`config.mk`:
```
export PLATFORM = sky130hd
export DESIGN_NAME = lnk_train_seq
export DESIGN_NICKNAME = d
export VERILOG_FILES = /design/src/rtl/lt_pkg.sv /design/src/rtl/lt_wait_timer.sv /design/src/rtl/lt_lane_check.sv /design/src/rtl/lt_drive_merge.sv /design/src/rtl/lnk_train_seq.sv
export SDC_FILE = /design/constraint.sdc
export NUM_CORES = 1
export LEC_CHECK = 0
export BUFFER_PORTS_ARGS = -buffer_cell sky130_fd_sc_hd__buf_2
export CORE_MARGIN = 4
export CORE_UTILIZATION = 48
export DETAILED_ROUTE_END_ITERATION = 8
export GPL_ROUTABILITY_DRIVEN = 0
export PLACE_DENSITY = 0.87
export RECOVER_POWER = 100
export SYNTH_ARGS = -nofsm -noshare
export SYNTH_HDL_FRONTEND = slang
export SYNTH_SLANG_ARGS = --single-unit
```
`constraint.sdc`:
```
create_clock -name clk -period 5.95 [get_ports clk]
set_input_delay 0.595 -clock clk [delete_from_list [all_inputs] [get_ports clk]]
set_output_delay 0.595 -clock clk [all_outputs]
set_load 0.05 [all_outputs]
```
`src/rtl/lt_pkg.sv`:
```
package lt_pkg;
  typedef enum logic [3:0] {
    S_IDLE, S_CFG, S_RATE, S_SPRD, S_CRSET, S_CRWT, S_CRRD, S_CREV,
    S_CRUPD, S_EQSET, S_EQWT, S_EQRD, S_EQEV, S_EQUPD, S_OFF, S_END
  } seq_st_e;

  localparam int NLANE = 4;
  localparam logic [11:0] A_BW   = 12'h100;
  localparam logic [11:0] A_PAT  = 12'h102;
  localparam logic [11:0] A_LANE = 12'h103;
  localparam logic [11:0] A_SPRD = 12'h107;
  localparam logic [11:0] A_RATE = 12'h115;
  localparam logic [11:0] A_STAT = 12'h202;
  localparam logic [7:0] PAT_CR  = 8'h21;
  localparam logic [7:0] PAT_EQ2 = 8'h22;
  localparam logic [7:0] PAT_EQ3 = 8'h23;
  localparam logic [7:0] PAT_OFF = 8'h00;
  localparam logic [7:0] CODE_8B10B = 8'h01;

  function automatic logic is_acc(input seq_st_e s);
    return s inside {S_CFG, S_RATE, S_SPRD, S_CRSET, S_CRRD, S_CRUPD,
                     S_EQSET, S_EQRD, S_EQUPD, S_OFF};
  endfunction
endpackage

```
`src/rtl/lt_wait_timer.sv`:
```
module lt_wait_timer #(
  parameter int W = 16
) (
  input  logic         clk,
  input  logic         rst,
  input  logic         load,
  input  logic [W-1:0] val,
  output logic         expired
);
  logic [W-1:0] cnt;

  always_ff @(posedge clk) begin
    if (rst)              cnt <= '0;
    else if (load)        cnt <= val;
    else if (cnt != '0)   cnt <= cnt - 1'b1;
  end

  assign expired = (cnt == '0);
endmodule

```
`src/rtl/lt_lane_check.sv`:
```
module lt_lane_check #(
  parameter int LANES = 4
) (
  input  logic [LANES-1:0]   act,
  input  logic [4*LANES-1:0] lane_st,
  input  logic               aligned,
  output logic               cr_all,
  output logic               eq_all
);
  logic [LANES-1:0] cr_ok, eq_ok;

  for (genvar i = 0; i < LANES; i++) begin : g_lane
    logic spare_unused;
    assign spare_unused = lane_st[4*i+3];
    assign cr_ok[i] = !act[i] || lane_st[4*i];
    assign eq_ok[i] = !act[i] || (&lane_st[4*i +: 3]);
  end

  assign cr_all = &cr_ok;
  assign eq_all = (&eq_ok) && aligned;
endmodule

```
`src/rtl/lt_drive_merge.sv`:
```
module lt_drive_merge #(
  parameter int LANES = 4
) (
  input  logic [LANES-1:0]   act,
  input  logic [4*LANES-1:0] adj,
  input  logic [1:0]         v_lim,
  input  logic [1:0]         p_lim,
  output logic [7:0]         drive
);
  logic [1:0] v_run [LANES+1];
  logic [1:0] p_run [LANES+1];
  logic       v_hit, p_hit;

  assign v_run[0] = 2'd0;
  assign p_run[0] = 2'd0;

  for (genvar i = 0; i < LANES; i++) begin : g_max
    logic [1:0] v_i, p_i;
    assign v_i = adj[4*i +: 2];
    assign p_i = adj[4*i+2 +: 2];
    assign v_run[i+1] = (act[i] && (v_i > v_run[i])) ? v_i : v_run[i];
    assign p_run[i+1] = (act[i] && (p_i > p_run[i])) ? p_i : p_run[i];
  end

  always_comb begin
    v_hit      = (v_run[LANES] >= v_lim);
    p_hit      = (p_run[LANES] >= p_lim);
    drive      = 8'h00;
    drive[1:0] = v_hit ? v_lim : v_run[LANES];
    drive[2]   = v_hit;
    drive[4:3] = p_hit ? p_lim : p_run[LANES];
    drive[5]   = p_hit;
  end
endmodule

```
`src/rtl/lnk_train_seq.sv`:
```
module lnk_train_seq
  import lt_pkg::*;
#(
  parameter int DLY_W      = 16,
  parameter int ADDR_W     = 12,
  parameter int VOLT_TRIES = 5,
  parameter int EQ_TRIES   = 5
) (
  input  logic              clk,
  input  logic              rst,
  input  logic              start,
  input  logic [7:0]        bw_code,
  input  logic [7:0]        rate_sel,
  input  logic [2:0]        lane_cnt,
  input  logic              sink_enh,
  input  logic              src_tps3,
  input  logic              sink_tps3,
  input  logic [1:0]        volt_lim,
  input  logic [1:0]        pre_lim,
  input  logic [DLY_W-1:0]  cr_wait,
  input  logic [DLY_W-1:0]  eq_wait,
  output logic              acc_req,
  output logic              acc_we,
  output logic [ADDR_W-1:0] acc_addr,
  output logic [2:0]        acc_len,
  output logic [47:0]       acc_wdata,
  input  logic              acc_ack,
  input  logic [2:0]        acc_cnt,
  input  logic [47:0]       acc_rdata,
  output logic              busy,
  output logic              done,
  output logic              pass,
  output logic              fallback
);
  localparam int VT_W = $clog2(VOLT_TRIES + 1);
  localparam int EQ_W = $clog2(EQ_TRIES + 1);

  seq_st_e     st, st_n;
  logic [7:0]  drv, drv_n, drv_new, eq_pat;
  logic [VT_W-1:0] vtries;
  logic [EQ_W-1:0] eq_n;
  logic        maxsw, res_ok, res_n;
  logic [47:0] stat;
  logic [NLANE-1:0] act;
  logic        cr_all, eq_all, tmr_load, tmr_done;
  logic        acc_done, acc_bad, launch;
  logic        rq_we;
  logic [11:0] rq_addr;
  logic [2:0]  rq_len;
  logic [47:0] rq_wd;
  logic        stat_unused;

  assign stat_unused = ^stat[31:17];

  for (genvar i = 0; i < NLANE; i++) begin : g_act
    assign act[i] = (3'(i) < lane_cnt);
  end

  assign eq_pat = (src_tps3 && sink_tps3) ? PAT_EQ3 : PAT_EQ2;

  lt_lane_check #(.LANES(NLANE)) i_check (
    .act(act), .lane_st(stat[15:0]), .aligned(stat[16]),
    .cr_all(cr_all), .eq_all(eq_all));

  lt_drive_merge #(.LANES(NLANE)) i_merge (
    .act(act), .adj(stat[47:32]), .v_lim(volt_lim), .p_lim(pre_lim),
    .drive(drv_new));

  assign tmr_load = acc_done && (st inside {S_CRSET, S_CRUPD, S_EQSET, S_EQUPD});

  lt_wait_timer #(.W(DLY_W)) i_timer (
    .clk(clk), .rst(rst), .load(tmr_load),
    .val((st == S_CRSET || st == S_CRUPD) ? cr_wait : eq_wait),
    .expired(tmr_done));

  // Sequencing
  always_comb begin
    st_n     = st;
    res_n    = res_ok;
    drv_n    = drv;
    acc_done = acc_req && acc_ack;
    acc_bad  = acc_done && (acc_cnt != acc_len);
    unique case (st)
      S_IDLE:  if (start) begin st_n = S_CFG; res_n = 1'b0; end
      S_CFG:   if (acc_done) st_n = (bw_code == 8'h00) ? S_RATE : S_SPRD;
      S_RATE:  if (acc_done) st_n = S_SPRD;
      S_SPRD:  if (acc_done) begin st_n = S_CRSET; drv_n = 8'h00; end
      S_CRSET: if (acc_done) st_n = S_CRWT;
      S_CRWT:  if (tmr_done) st_n = S_CRRD;
      S_CRRD:  if (acc_done) st_n = S_CREV;
      S_CREV: begin
        if (cr_all)                                    st_n = S_EQSET;
        else if (vtries == VT_W'(VOLT_TRIES) || maxsw) st_n = S_END;
        else begin st_n = S_CRUPD; drv_n = drv_new; end
      end
      S_CRUPD: if (acc_done) st_n = S_CRWT;
      S_EQSET: if (acc_done) st_n = S_EQWT;
      S_EQWT:  if (tmr_done) st_n = S_EQRD;
      S_EQRD:  if (acc_done) st_n = S_EQEV;
      S_EQEV: begin
        if (!cr_all)     st_n = S_OFF;
        else if (eq_all) begin st_n = S_OFF; res_n = 1'b1; end
        else begin st_n = S_EQUPD; drv_n = drv_new; end
      end
      S_EQUPD: if (acc_done) st_n = (eq_n == EQ_W'(EQ_TRIES)) ? S_OFF : S_EQWT;
      S_OFF:   if (acc_done) st_n = S_END;
      S_END:   st_n = S_IDLE;
    endcase
    if (acc_bad) begin st_n = S_END; res_n = 1'b0; end
  end

  // Request builder for the state being entered
  always_comb begin
    rq_we   = 1'b1;
    rq_addr = A_PAT;
    rq_len  = 3'd0;
    rq_wd   = '0;
    unique case (st_n)
      S_CFG:   begin rq_addr = A_BW; rq_len = 3'd2;
                     rq_wd = {32'h0, sink_enh, 4'b0000, lane_cnt, bw_code}; end
      S_RATE:  begin rq_addr = A_RATE; rq_len = 3'd1; rq_wd = {40'h0, rate_sel}; end
      S_SPRD:  begin rq_addr = A_SPRD; rq_len = 3'd2; rq_wd = {32'h0, CODE_8B10B, 8'h00}; end
      S_CRSET: begin rq_len = lane_cnt + 3'd1; rq_wd = {8'h00, {NLANE{drv_n}}, PAT_CR}; end
      S_EQSET: begin rq_len = lane_cnt + 3'd1; rq_wd = {8'h00, {NLANE{drv_n}}, eq_pat}; end
      S_CRUPD, S_EQUPD: begin rq_addr = A_LANE; rq_len = lane_cnt;
                              rq_wd = {16'h0, {NLANE{drv_n}}}; end
      S_CRRD, S_EQRD: begin rq_we = 1'b0; rq_addr = A_STAT; rq_len = 3'd6; end
      S_OFF:   begin rq_len = 3'd1; rq_wd = {40'h0, PAT_OFF}; end
      default: ;
    endcase
  end

  assign launch = (st_n != st) && is_acc(st_n);

  always_ff @(posedge clk) begin
    if (rst) begin
      st <= S_IDLE; drv <= 8'h00; res_ok <= 1'b0; vtries <= '0; maxsw <= 1'b0;
      eq_n <= '0; stat <= '0; acc_req <= 1'b0; acc_we <= 1'b0; acc_addr <= '0;
      acc_len <= '0; acc_wdata <= '0; busy <= 1'b0; done <= 1'b0; pass <= 1'b0;
      fallback <= 1'b0;
    end else begin
      st     <= st_n;
      drv    <= drv_n;
      res_ok <= res_n;
      if (acc_done) acc_req <= 1'b0;
      if (launch) begin
        acc_req <= 1'b1; acc_we <= rq_we; acc_addr <= ADDR_W'(rq_addr);
        acc_len <= rq_len; acc_wdata <= rq_wd;
      end
      if (acc_done && !acc_we) stat <= acc_rdata;
      if (st == S_IDLE && start) begin
        vtries <= VT_W'(1); maxsw <= 1'b0; eq_n <= '0; pass <= 1'b0;
      end
      if (st == S_CREV && st_n == S_CRUPD) begin
        vtries <= (drv_new[1:0] == drv[1:0]) ? vtries + 1'b1 : VT_W'(1);
        maxsw  <= drv_new[2];
      end
      if (st == S_EQEV && st_n == S_EQUPD) eq_n <= eq_n + 1'b1;
      done     <= (st == S_END);
      fallback <= (st == S_END) && !res_ok;
      if (st == S_END) pass <= res_ok;
      busy     <= (st_n != S_IDLE);
    end
  end

  AST_REQ_HOLD: assert property (@(posedge clk) disable iff (rst)
    acc_req && !acc_ack |=> acc_req && $stable(acc_addr) && $stable(acc_wdata) && $stable(acc_len));
  AST_FB_PULSE: assert property (@(posedge clk) disable iff (rst)
    fallback |=> !fallback);
  AST_DONE_RESULT: assert property (@(posedge clk) disable iff (rst)
    done |-> (pass != fallback));
  AST_OFF_LEN: assert property (@(posedge clk) disable iff (rst)
    acc_req && acc_we && acc_addr == ADDR_W'(A_PAT) && acc_wdata[1:0] == 2'd0 |-> acc_len == 3'd1);
  AST_SET_LEN: assert property (@(posedge clk) disable iff (rst)
    acc_req && acc_we && acc_addr == ADDR_W'(A_PAT) && acc_wdata[1:0] != 2'd0
    |-> acc_len == lane_cnt + 3'd1);
  AST_DRV_LIMIT: assert property (@(posedge clk) disable iff (rst)
    acc_req && acc_addr == ADDR_W'(A_LANE)
    |-> acc_wdata[1:0] <= volt_lim && acc_wdata[4:3] <= pre_lim);
endmodule

```
==> impl_metrics.json <==
{
  "dpl-instance-area_um2": 7078,
  "worst-endpoint-required_ns": 6.23,
  "drtIter0Drc": 625,
  "die_footprint_um2": 15080,
  "synth_top_family_by_area": "simple AND/OR/NAND/NOR gates",
  "design.portCount": 182,
  "p_leak_nw": 3.022,
  "netlist_top_cells_area": "dfxtp_1 (34%), nand2_1 (7.9%), a21oi_1 (5.9%)",
  "max-slew-margin-rel": -0.9430,
  "synth_cells": 806,
  "hold_end": "stat[34]",
  "worstSetupStartpointType": "primary input",
  "final_common_cell": "nand2_1",
  "final-max-slew-violation-count": 90,
  "n_fill_cell": 1202,
  "area_growth_pct": 15.13,
  "global_route.usage.total": 0.2256,
  "fp-row-count": 41,
  "period_needed_ns": 5.590,
  "htree_levels": 3,
  "worst_ir_drop_vdd_uv": 276.1,
  "yosys_most_used_dff": "dfxtp_1",
  "final_net_count": 1064,
  "power_density_nw_per_um2": 473.3,
  "floorplan.initialDensity": 0.4952,
  "die_width_um": 122.8,
  "fin_hold_ws_ns": 0.4553,
  "synthesis.yosys.warnings": 0,
  "holdCritPathClass": "reg -> reg",
  "post-place-ws_ns": -0.2518,
  "yosysTopAreaCellShare": 0.3418,
  "insertedDiodeCount": 0,
  "clkSinkCount": 108,
  "total_number_of_vias": 6294,
  "hold_viol_final": 0,
  "hp-start": "stat[34]",
  "synthDistinctLibCells": 75,
  "setup_viol_count_final": 0,
  "synth.area.mux_share": 0.04372,
  "period_share": 0.9394,
  "r2r-start": "stat[33]",
  "worst_setup_ep_type": "flip-flop",
  "timing.clock.skew_ns": 0.01342,
  "antenna_violating_nets_left": 0,
  "result_of_the_run": "finished with violations",
  "yosysTopAreaCell": "dfxtp_1",
  "class_of_the_most_critical_setup_path": "in -> reg",
  "worstRegToRegCells": 26,
  "syn_area_um2": 6325,
  "drtPass1Iterations": 6,
  "worst_pin_slew_ns": 2.902,
  "failed_checks": "capacitance limit, slew limit",
  "fp.coreArea_um2": 12770,
  "placement.io_buffers": 148,
  "grt_antenna_before_repair": 0,
  "total_power_mw": 3.447,
  "first_global_vias": 5946,
  "finalWirelength_mm": 17.08,
  "final_cell_mix": "nand2_1 (133), dfxtp_1 (108), buf_2 (93)",
  "vias_per_cell": 5.706,
  "route.detailed.wl_per_inst_um": 15.49,
  "drv.max_cap_violation_count": 3,
  "ys_seq_elements": 108,
  "grt.overflow.total": 0,
  "synth_async_sr_flop_share": 0,
  "critical_path_arrival_ns": 5.87,
  "number_of_flops_mapped_to_enable_cells_by_yosys": 0,
  "die_h_um": 122.8,
  "worst_slack_ns": 0.3605,
  "maximum_net_fanout_on_the_critical_path": 5,
  "clkLatencyLatePin_ns": 0.36,
  "synthAdderAreaFrac": 0.04748,
  "max-clock-path-buffers": 2,
  "numCtsBuffers": 9,
  "synthXorXnorAreaFrac": 0.02631,
  "r2r_setup_slack_ns": 0.70,
  "finalCoreUtilization": 0.5701,
  "dp_hpwl_mm": 12.51,
  "synth-compound-area-share": 0.2188,
  "cts_tree": "built",
  "clk_pin_slew_ns": 0.07,
  "post_synth_and_or_nand_nor_area_fraction": 0.2443,
  "syn_avg_cell_area_um2": 7.847,
  "rsz0062_at_grt": "yes",
  "drcViolationCount": 0,
  "final_design_area_no_fill_um2": 7282,
  "layout-drive-gt1-share": 0.1611,
  "seq_area_frac_synth": 0.3418,
  "grt_first_pass_wirelength_mm": 27.47,
  "cts.root.buffer_cell": "clkbuf_16",
  "grt_start_max_net_pins": 50,
  "maxClockFrequency_mhz": 178.9,
  "whs_path_depth": 2,
  "reg2reg_to": "acc_wdata[24]"
}
## state kept, by name, summed over array words and instances (netlist names), 3 cells and up
| signal | flops |
|---|---|
| i_timer.cnt | 16 |
| acc_addr | 6 |
| st | 4 |
| drv | 8 |
| acc_wdata | 28 |
| stat | 29 |
| acc_len | 3 |
| vtries | 3 |
| eq_n | 3 |
## Yosys cell counts (3+ instances only)
cell      number
a211o_1        4
a211oi_1      23
a21o_1         3
a21oi_1       75
a22o_1         3
a22oi_1        9
a311oi_1       7
a31oi_1        7
and2_1         9
and3_1        12
and3b_1        3
buf_2         14
buf_4         27
clkbuf_1      26
dfxtp_1      108
ha_1          24
inv_1         26
mux2_2         5
mux2i_1       22
nand2_1      133
nand2b_1       7
nand3_1       23
nand3b_1       4
nand4_1        8
nor2_1        67
nor2b_1       12
nor3_1        24
nor4_1         6
o211ai_1       5
o21a_1         4
o21ai_0       15
o21ai_1        8
o31ai_1        4
o41ai_2        3
or3_1          9
xnor2_1       12
xor2_1         7
## through the flow
step | std cells | TNS [ns]
finish | 1103 | 0
global route | 1103 | -0.1345
CTS | 1101 | 0
detailed placement | 1086 | -1.383
global placement | 1086 | -0.08130
floorplan | 819 | 0
## worst max-delay path by stage
stage,start,to,slack [ns]
6_report,lane_cnt[2],acc_wdata[24],0.36
5_1_grt,lane_cnt[2],acc_wdata[0],-0.05
4_1_cts,lane_cnt[2],acc_wdata[0],0.11
3_5_place_dp,lane_cnt[2],acc_wdata[24],-0.25
3_3_place_gp,lane_cnt[2],acc_wdata[0],-0.06
2_1_floorplan,lane_cnt[2],acc_wdata[32],0.30
## timing repair
item	4_1_cts	5_1_grt
hold buffers	0	0
resized for setup	0	9
endpoints found under the setup margin	0	14
buffers inserted	0	2
## kinds of logic (layout without fill, tap and decap cells)
group | Yosys count | after routing
AOI/OAI and AO/OA | 201 | 201
xor gates and xnor gates | 19 | 19
adders and majority gates | 24 | 24
buffers and inverters | 96 | 208
DFF | 108 | 108
muxes | 27 | 27
other | 1 | 14
and+or+nand+nor | 330 | 330
## critical path: stages
cell and delay [ns]:
buf_2 0.11, or3_4 0.40, nand2_1 0.08, ha_1 0.24
nor2b_1 0.15, o221ai_2 0.20, nand3_1 0.10, o21ai_1 0.10
inv_1 0.06, ha_1 0.29, nor2b_1 0.13, o211ai_1 0.23
mux2i_1 0.29, ha_1 0.28, nor2b_1 0.15, o211ai_1 0.20
buf_4 0.17, nor2_1 0.04, a21oi_1 0.13, ha_1 0.25
nand2b_1 0.14, a21o_1 0.21, nand2b_1 0.16, a211o_1 0.27
o311ai_1 0.15, a22oi_2 0.19, or3_1 0.38, a21oi_1 0.17
## metal layers
metal	global-route usage	vias to the layer above	routed length (µm)
met5	0	-	0
met4	0.08537	0	490
met3	0.05253	42	1311
met2	0.3844	248	8297
li1	-	3063	-
met1	0.2760	2941	6984
## report_power, final
group,internal (mW),switching [mW]
clock,0.286,0.288
sequential,0.860,0.136
combinational,0.632,1.24
total,1.78,1.67
## cell type report
class | count | area, µm² | share of cell area
multi-input cells | 615 | 3722 | 0.5112
flip-flops and latches | 108 | 2162 | 0.2969
repair buffers | 167 | 810.8 | 0.1113
clock buffers | 9 | 225.2 | 0.03093
well taps | 172 | 215.2 | 0.02955
inverters | 26 | 97.59 | 0.01340
clock inverters | 6 | 48.80 | 0.006701
Note: power is estimated with default switching activity, not from simulation.
